### config.mk
export PLATFORM = sky130hd
export DESIGN_NAME = zw_logic_slice
export DESIGN_NICKNAME = d
export VERILOG_FILES = /design/src/rtl/zw_pkg.sv /design/src/rtl/zw_encoder.sv /design/src/rtl/zw_rail_gate.sv /design/src/rtl/zw_rail_xor.sv /design/src/rtl/zw_rail_select.sv /design/src/rtl/zw_decoder.sv /design/src/rtl/zw_logic_slice.sv
export SDC_FILE = /design/constraint.sdc
export NUM_CORES = 1
export LEC_CHECK = 0
export BUFFER_PORTS_ARGS = -buffer_cell sky130_fd_sc_hd__clkbuf_2
export CAP_MARGIN = 20
export CORE_MARGIN = 4
export CORE_UTILIZATION = 40
export CTS_CLUSTER_SIZE = 10
export DETAILED_ROUTE_END_ITERATION = 7
export PLACE_DENSITY_LB_ADDON = 0.05
export SLEW_MARGIN = 10
export SYNTH_ARGS = -nofsm -noshare
export SYNTH_HDL_FRONTEND = slang
export SYNTH_SLANG_ARGS = --single-unit
### constraint.sdc
create_clock -name clk -period 2.65 [get_ports clk]
set_input_delay 0.53 -clock clk [delete_from_list [all_inputs] [get_ports clk]]
set_output_delay 0.53 -clock clk [all_outputs]
set_load 0.03 [all_outputs]
### src/rtl/zw_pkg.sv
package zw_pkg;

    // One dual-rail signal: logical 1 = t high, logical 0 = f high, 0/0 = precharge
    typedef struct packed {
        logic t;
        logic f;
    } rail_t;

    typedef enum logic {
        GATE_AND = 1'b0,
        GATE_OR  = 1'b1
    } gate_kind_e;

    // Logical inversion by exchanging the rails
    function automatic rail_t rail_swap(input rail_t r);
        rail_t s;
        s.t = r.f;
        s.f = r.t;
        return s;
    endfunction

endpackage

### src/rtl/zw_encoder.sv
module zw_encoder
    import zw_pkg::*;
#(
    parameter int W = 32
) (
    input  logic           clk,
    input  logic           rst_n,
    input  logic           precharge,
    input  logic [W-1:0]   bits_i,
    output rail_t [W-1:0]  rails_o
);

    // Only place where an inverter is allowed: building the false rail
    always_comb begin
        for (int i = 0; i < W; i++) begin
            rails_o[i].t = ~precharge &  bits_i[i];
            rails_o[i].f = ~precharge & ~bits_i[i];
        end
    end

    a_r5_gate_inputs: assert property (@(posedge clk) disable iff (!rst_n)
        precharge |-> (rails_o == '0));

endmodule

### src/rtl/zw_rail_gate.sv
module zw_rail_gate
    import zw_pkg::*;
#(
    parameter gate_kind_e KIND = GATE_AND
) (
    input  rail_t a_i,
    input  rail_t b_i,
    output rail_t y_o
);

    generate
        if (KIND == GATE_AND) begin : g_and
            assign y_o.t = a_i.t & b_i.t;
            assign y_o.f = a_i.f | b_i.f;
        end else begin : g_or
            assign y_o.t = a_i.t | b_i.t;
            assign y_o.f = a_i.f & b_i.f;
        end
    endgenerate

endmodule

### src/rtl/zw_rail_xor.sv
module zw_rail_xor
    import zw_pkg::*;
(
    input  rail_t a_i,
    input  rail_t b_i,
    output rail_t y_o
);

    // y = (a & ~b) | (~a & b); true rail carries XOR, false rail XNOR
    rail_t left_w;
    rail_t right_w;

    zw_rail_gate #(.KIND(GATE_AND)) u_left (
        .a_i(a_i), .b_i(rail_swap(b_i)), .y_o(left_w));
    zw_rail_gate #(.KIND(GATE_AND)) u_right (
        .a_i(rail_swap(a_i)), .b_i(b_i), .y_o(right_w));
    zw_rail_gate #(.KIND(GATE_OR)) u_join (
        .a_i(left_w), .b_i(right_w), .y_o(y_o));

endmodule

### src/rtl/zw_rail_select.sv
module zw_rail_select
    import zw_pkg::*;
(
    input  rail_t sel_i,
    input  rail_t one_i,
    input  rail_t zero_i,
    output rail_t y_o
);

    // y = (sel & one) | (~sel & zero), all in dual rail
    rail_t pick_one_w;
    rail_t pick_zero_w;

    zw_rail_gate #(.KIND(GATE_AND)) u_one (
        .a_i(sel_i), .b_i(one_i), .y_o(pick_one_w));
    zw_rail_gate #(.KIND(GATE_AND)) u_zero (
        .a_i(rail_swap(sel_i)), .b_i(zero_i), .y_o(pick_zero_w));
    zw_rail_gate #(.KIND(GATE_OR)) u_join (
        .a_i(pick_one_w), .b_i(pick_zero_w), .y_o(y_o));

endmodule

### src/rtl/zw_decoder.sv
module zw_decoder
    import zw_pkg::*;
#(
    parameter int W = 32
) (
    input  rail_t [W-1:0] rails_i,
    output logic  [W-1:0] bits_o,
    output logic          bad_o,
    output logic          idle_o
);

    always_comb begin
        bad_o  = 1'b0;
        idle_o = 1'b1;
        for (int i = 0; i < W; i++) begin
            bits_o[i] = rails_i[i].t;
            bad_o     = bad_o  | ~(rails_i[i].t ^ rails_i[i].f);
            idle_o    = idle_o & ~(rails_i[i].t | rails_i[i].f);
        end
    end

endmodule

### src/rtl/zw_logic_slice.sv
module zw_logic_slice
    import zw_pkg::*;
#(
    parameter int W = 32
) (
    input  logic         clk,
    input  logic         rst_n,
    input  logic         precharge,
    input  logic [W-1:0] op_a,
    input  logic [W-1:0] op_b,
    input  logic [W-1:0] op_c,
    input  logic         or_mode,
    output logic [W-1:0] xor_q,
    output logic [W-1:0] mix_q,
    output logic         valid_q,
    output logic         code_err_q
);

    typedef struct packed {
        logic         phase;
        logic [W-1:0] stage_xor;
        logic [W-1:0] stage_mix;
        logic         stage_err;
        logic [W-1:0] out_xor;
        logic [W-1:0] out_mix;
        logic         out_valid;
        logic         out_err;
    } state_t;

    state_t st_d, st_q;

    rail_t [W-1:0] a_r, b_r, c_r;
    rail_t [0:0]   sel_r;
    rail_t [W-1:0] xor_r, and_r, or_r, mix_r;

    zw_encoder #(.W(W)) u_enc_a (.clk(clk), .rst_n(rst_n), .precharge(precharge),
        .bits_i(op_a), .rails_o(a_r));
    zw_encoder #(.W(W)) u_enc_b (.clk(clk), .rst_n(rst_n), .precharge(precharge),
        .bits_i(op_b), .rails_o(b_r));
    zw_encoder #(.W(W)) u_enc_c (.clk(clk), .rst_n(rst_n), .precharge(precharge),
        .bits_i(op_c), .rails_o(c_r));
    zw_encoder #(.W(1)) u_enc_sel (.clk(clk), .rst_n(rst_n), .precharge(precharge),
        .bits_i(or_mode), .rails_o(sel_r));

    generate
        for (genvar i = 0; i < W; i++) begin : g_bit
            zw_rail_xor u_xor (.a_i(a_r[i]), .b_i(b_r[i]), .y_o(xor_r[i]));
            zw_rail_gate #(.KIND(GATE_AND)) u_and (
                .a_i(xor_r[i]), .b_i(c_r[i]), .y_o(and_r[i]));
            zw_rail_gate #(.KIND(GATE_OR)) u_or (
                .a_i(xor_r[i]), .b_i(c_r[i]), .y_o(or_r[i]));
            zw_rail_select u_sel (.sel_i(sel_r[0]), .one_i(or_r[i]),
                .zero_i(and_r[i]), .y_o(mix_r[i]));
        end
    endgenerate

    logic [W-1:0] dec_xor, dec_mix;
    logic         bad_xor, bad_mix, idle_xor, idle_mix;

    zw_decoder #(.W(W)) u_dec_xor (.rails_i(xor_r), .bits_o(dec_xor),
        .bad_o(bad_xor), .idle_o(idle_xor));
    zw_decoder #(.W(W)) u_dec_mix (.rails_i(mix_r), .bits_o(dec_mix),
        .bad_o(bad_mix), .idle_o(idle_mix));

    always_comb begin
        st_d       = st_q;
        st_d.phase = precharge;
        if (!precharge) begin
            st_d.stage_xor = dec_xor;
            st_d.stage_mix = dec_mix;
            st_d.stage_err = bad_xor | bad_mix;
        end
        if (precharge && !st_q.phase) begin
            st_d.out_xor   = st_q.stage_xor;
            st_d.out_mix   = st_q.stage_mix;
            st_d.out_err   = st_q.stage_err;
            st_d.out_valid = ~st_q.stage_err;
        end
    end

    always_ff @(posedge clk or negedge rst_n) begin
        if (!rst_n) begin
            st_q       <= '0;
            st_q.phase <= 1'b1;
        end else begin
            st_q <= st_d;
        end
    end

    assign xor_q      = st_q.out_xor;
    assign mix_q      = st_q.out_mix;
    assign valid_q    = st_q.out_valid;
    assign code_err_q = st_q.out_err;

    // the zero wave reaches every result pair in precharge
    a_r6_zero_wave: assert property (@(posedge clk) disable iff (!rst_n)
        precharge |-> (idle_xor && idle_mix && and_r == '0 && or_r == '0));

    // evaluation yields complementary pairs everywhere
    a_r7_complementary: assert property (@(posedge clk) disable iff (!rst_n)
        !precharge |-> (!bad_xor && !bad_mix));

    a_r7_no_err_out: assert property (@(posedge clk) disable iff (!rst_n)
        !code_err_q);

    // outputs stay put except on the evaluate-to-precharge edge
    a_r4_hold: assert property (@(posedge clk) disable iff (!rst_n)
        !(precharge && !st_q.phase) |=> ($stable(xor_q) && $stable(mix_q)));

endmodule

==> flow_summary.toml <==
[clock_network]
numCtsBuffers = 17
clkLatencyLatePin_ps = 410
cts.hold.buffers_added = 0
cts_tree = "built"
cts_setup_buffers = 0
clkSinkCount = 132
clk_pin_slew_ps = 50
clockRootBuffer = "clkbuf_16"
post_cts_resized = 0
cts-htree-levels = 4
clockBufferDepth = 2

[timing]
max_slew_margin = 0.5802
finalSetupTns_ps = 0
maxSlewViolCount = 0
fin_ws_ps = 1118
finalHoldViolations = 0
fin_crit_sh = 0.5780
worstMarginPinSlew_ps = 629.7
fin_skew_ps = 7.655
fin_crit_ps = 1532
finalSetupViolCount = 0
rsz0062_at_grt = "false"
fmax_mhz = 652.8

[synth]
synthCells = 620
synthTopCellsByArea = "dfrtp_1, nand2_1, buf_4"
yosysWarnings = 0
ys_seq_elements = 132
syn_area_per_cell_um2 = 9.719
synth_cell_types = 16
netlist_area_um2 = 6026
yosys.area.top_type_share = 0.5440
ys_seq_area_frac = 0.5484
synth_fp_nets = 720
synth_top_area_cell = "dfrtp_1"

[detailed_routing]
drt-vias-per-instance = 4.691
wl_per_cell_um = 14.48
drtAntennaViolNets = 0
route.detailed.drc = 0
vias = 4283
first_iter_violations = 256
dr.pass1.iters = 4
wl_um = 13220

[setup_path]
path_max_fanout = 2
endpoint_kind = "output pin"
arrival_ps = 1000
slowest_delay_ps = 370
ff2ff_setup_slack_ps = 1140
cp.buffers_inverters = 1
path_cells = "clkbuf_2"
crit_type = "flop to output pin"
critPathSlowestCell = "dfrtp_1"
start_kind = "flop"
crit_family = "flip-flops"
cp.required_ps = 2120

[pwr]
ir_drop_uv = 445.2
sequentialPowerShare = 0.434
comb_power_share = 0.196
cellPowerDensity_nw_per_um2 = 812.5
p_sw_frac = 0.2958
switchingPower_mw = 1.696
leakagePower_nw = 3.719
internal_power_mw = 4.037
power.share.clock = 0.370

[floorplanning]
die_h_um = 130.7
die_w_um = 130.7
start_util = 0.4115
io_pins = 166
placementRows = 44
core-area_um2 = 14640
die_area_um2 = 17090

[global_routing]
grt_use_total = 0.1618
grt_max_degree = 100
antenna_found_initial = 0
grt_overflow = 0
first_global_vias = 4238
grt_pass1_wl_um = 21190

[hold_path]
holdCritPathClass = "primary input to async pin"

[outcome]
status = "finished clean"

[final_layout]
final_nets = 819
n_antenna_cell = 0
drive_above_1_share = 0.3251
final_common_cell = "nand2_1"
syn_to_final_growth_pct = 17.09
layout_common_cells = "nand2_1, clkbuf_2, dfrtp_1"

[placed_design]
numPortBuffers = 165
detailed_place_hpwl_um = 9164
place_congestion = 0.7372
dp_slack_ps = 815.2

[job]
max-cap-violations = 0
## worst reg2reg max path, cell delays in order (launching register included)
cell and delay (ps):
dfstp_2 360, and2b_2 620, buf_4 330, nand2_1 80, nand2_1 60
## registers in the layout (all words and copies together) (netlist names)
signal	flops
code_err_q	1
mix_q	32
st_q	66
valid_q	1
xor_q	32
## cells by family after synthesis
family          count (synthesis)  share of synthesized area
simple gates                  263                     0.1657
flops                         132                     0.5484
buf+inv                        96                     0.1123
compound gates                 65                    0.06727
xor+xnor                       32                    0.04651
mux                            32                    0.05980
## per-stage QoR
stage	hold WS [ps]	cells	area [um2]	utilization	total power [mW]
3_5_place_dp	446.8	884	6523	0.4454	3.663
6_report	98.45	913	7056	0.4818	5.733
3_3_place_gp	439.7	884	6523	0.4454	3.643
5_1_grt	129.6	913	7056	0.4818	6.051
4_1_cts	118.6	913	7056	0.4818	5.834
2_1_floorplan	234.4	620	6026	-	3.467
## power groups by stage
stage / Combinational, mW / Clock, mW / Sequential [mW]
6_report: 1.12 / 2.12 / 2.49
3_3_place_gp: 1.13 / 0 / 2.51
2_1_floorplan: 0.995 / 0 / 2.47
4_1_cts: 1.15 / 2.20 / 2.49
5_1_grt: 1.24 / 2.29 / 2.52
3_5_place_dp: 1.14 / 0 / 2.52
## per-layer routing
layer	track usage	wire length (um)
met1	0.2064	5955
met2	0.2594	6266
met3	0.05122	825
met4	0.05989	172
met5	0	0
## synth_stat cells
master,instances
mux2_2,32
dfstp_2,1
a21oi_1,32
nor2_1,32
xor2_1,32
o31ai_1,32
and2_1,1
o21ai_0,1
nand2b_2,1
nand2_1,228
buf_6,6
and2b_1,1
buf_2,19
dfrtp_1,131
clkbuf_1,5
buf_4,66
## final timing paths
path	startpoint	to	cells past startpoint
worst max-delay path	mix_q[3]	mix_q[3]	1
worst min-delay path	rst_n	xor_q[27]	1
worst max register to register	st_q[131]	mix_q[26]	4
worst min register to register	st_q[121]	xor_q[22]	2
max in group asynchronous	rst_n	st_q[131]	2
min in group clk	op_c[2]	st_q[69]	3
## layout make-up
cell class	count	area, um2
Multi-Input combinational cell	392	2046
Clock buffer	23	478.0
Fill cell	1444	7589
Clock inverter	6	55.05
Tap cell	184	230.2
Timing Repair Buffer	176	942.2
Sequential cell	132	3304
Note: power is estimated with default switching activity, not from simulation.
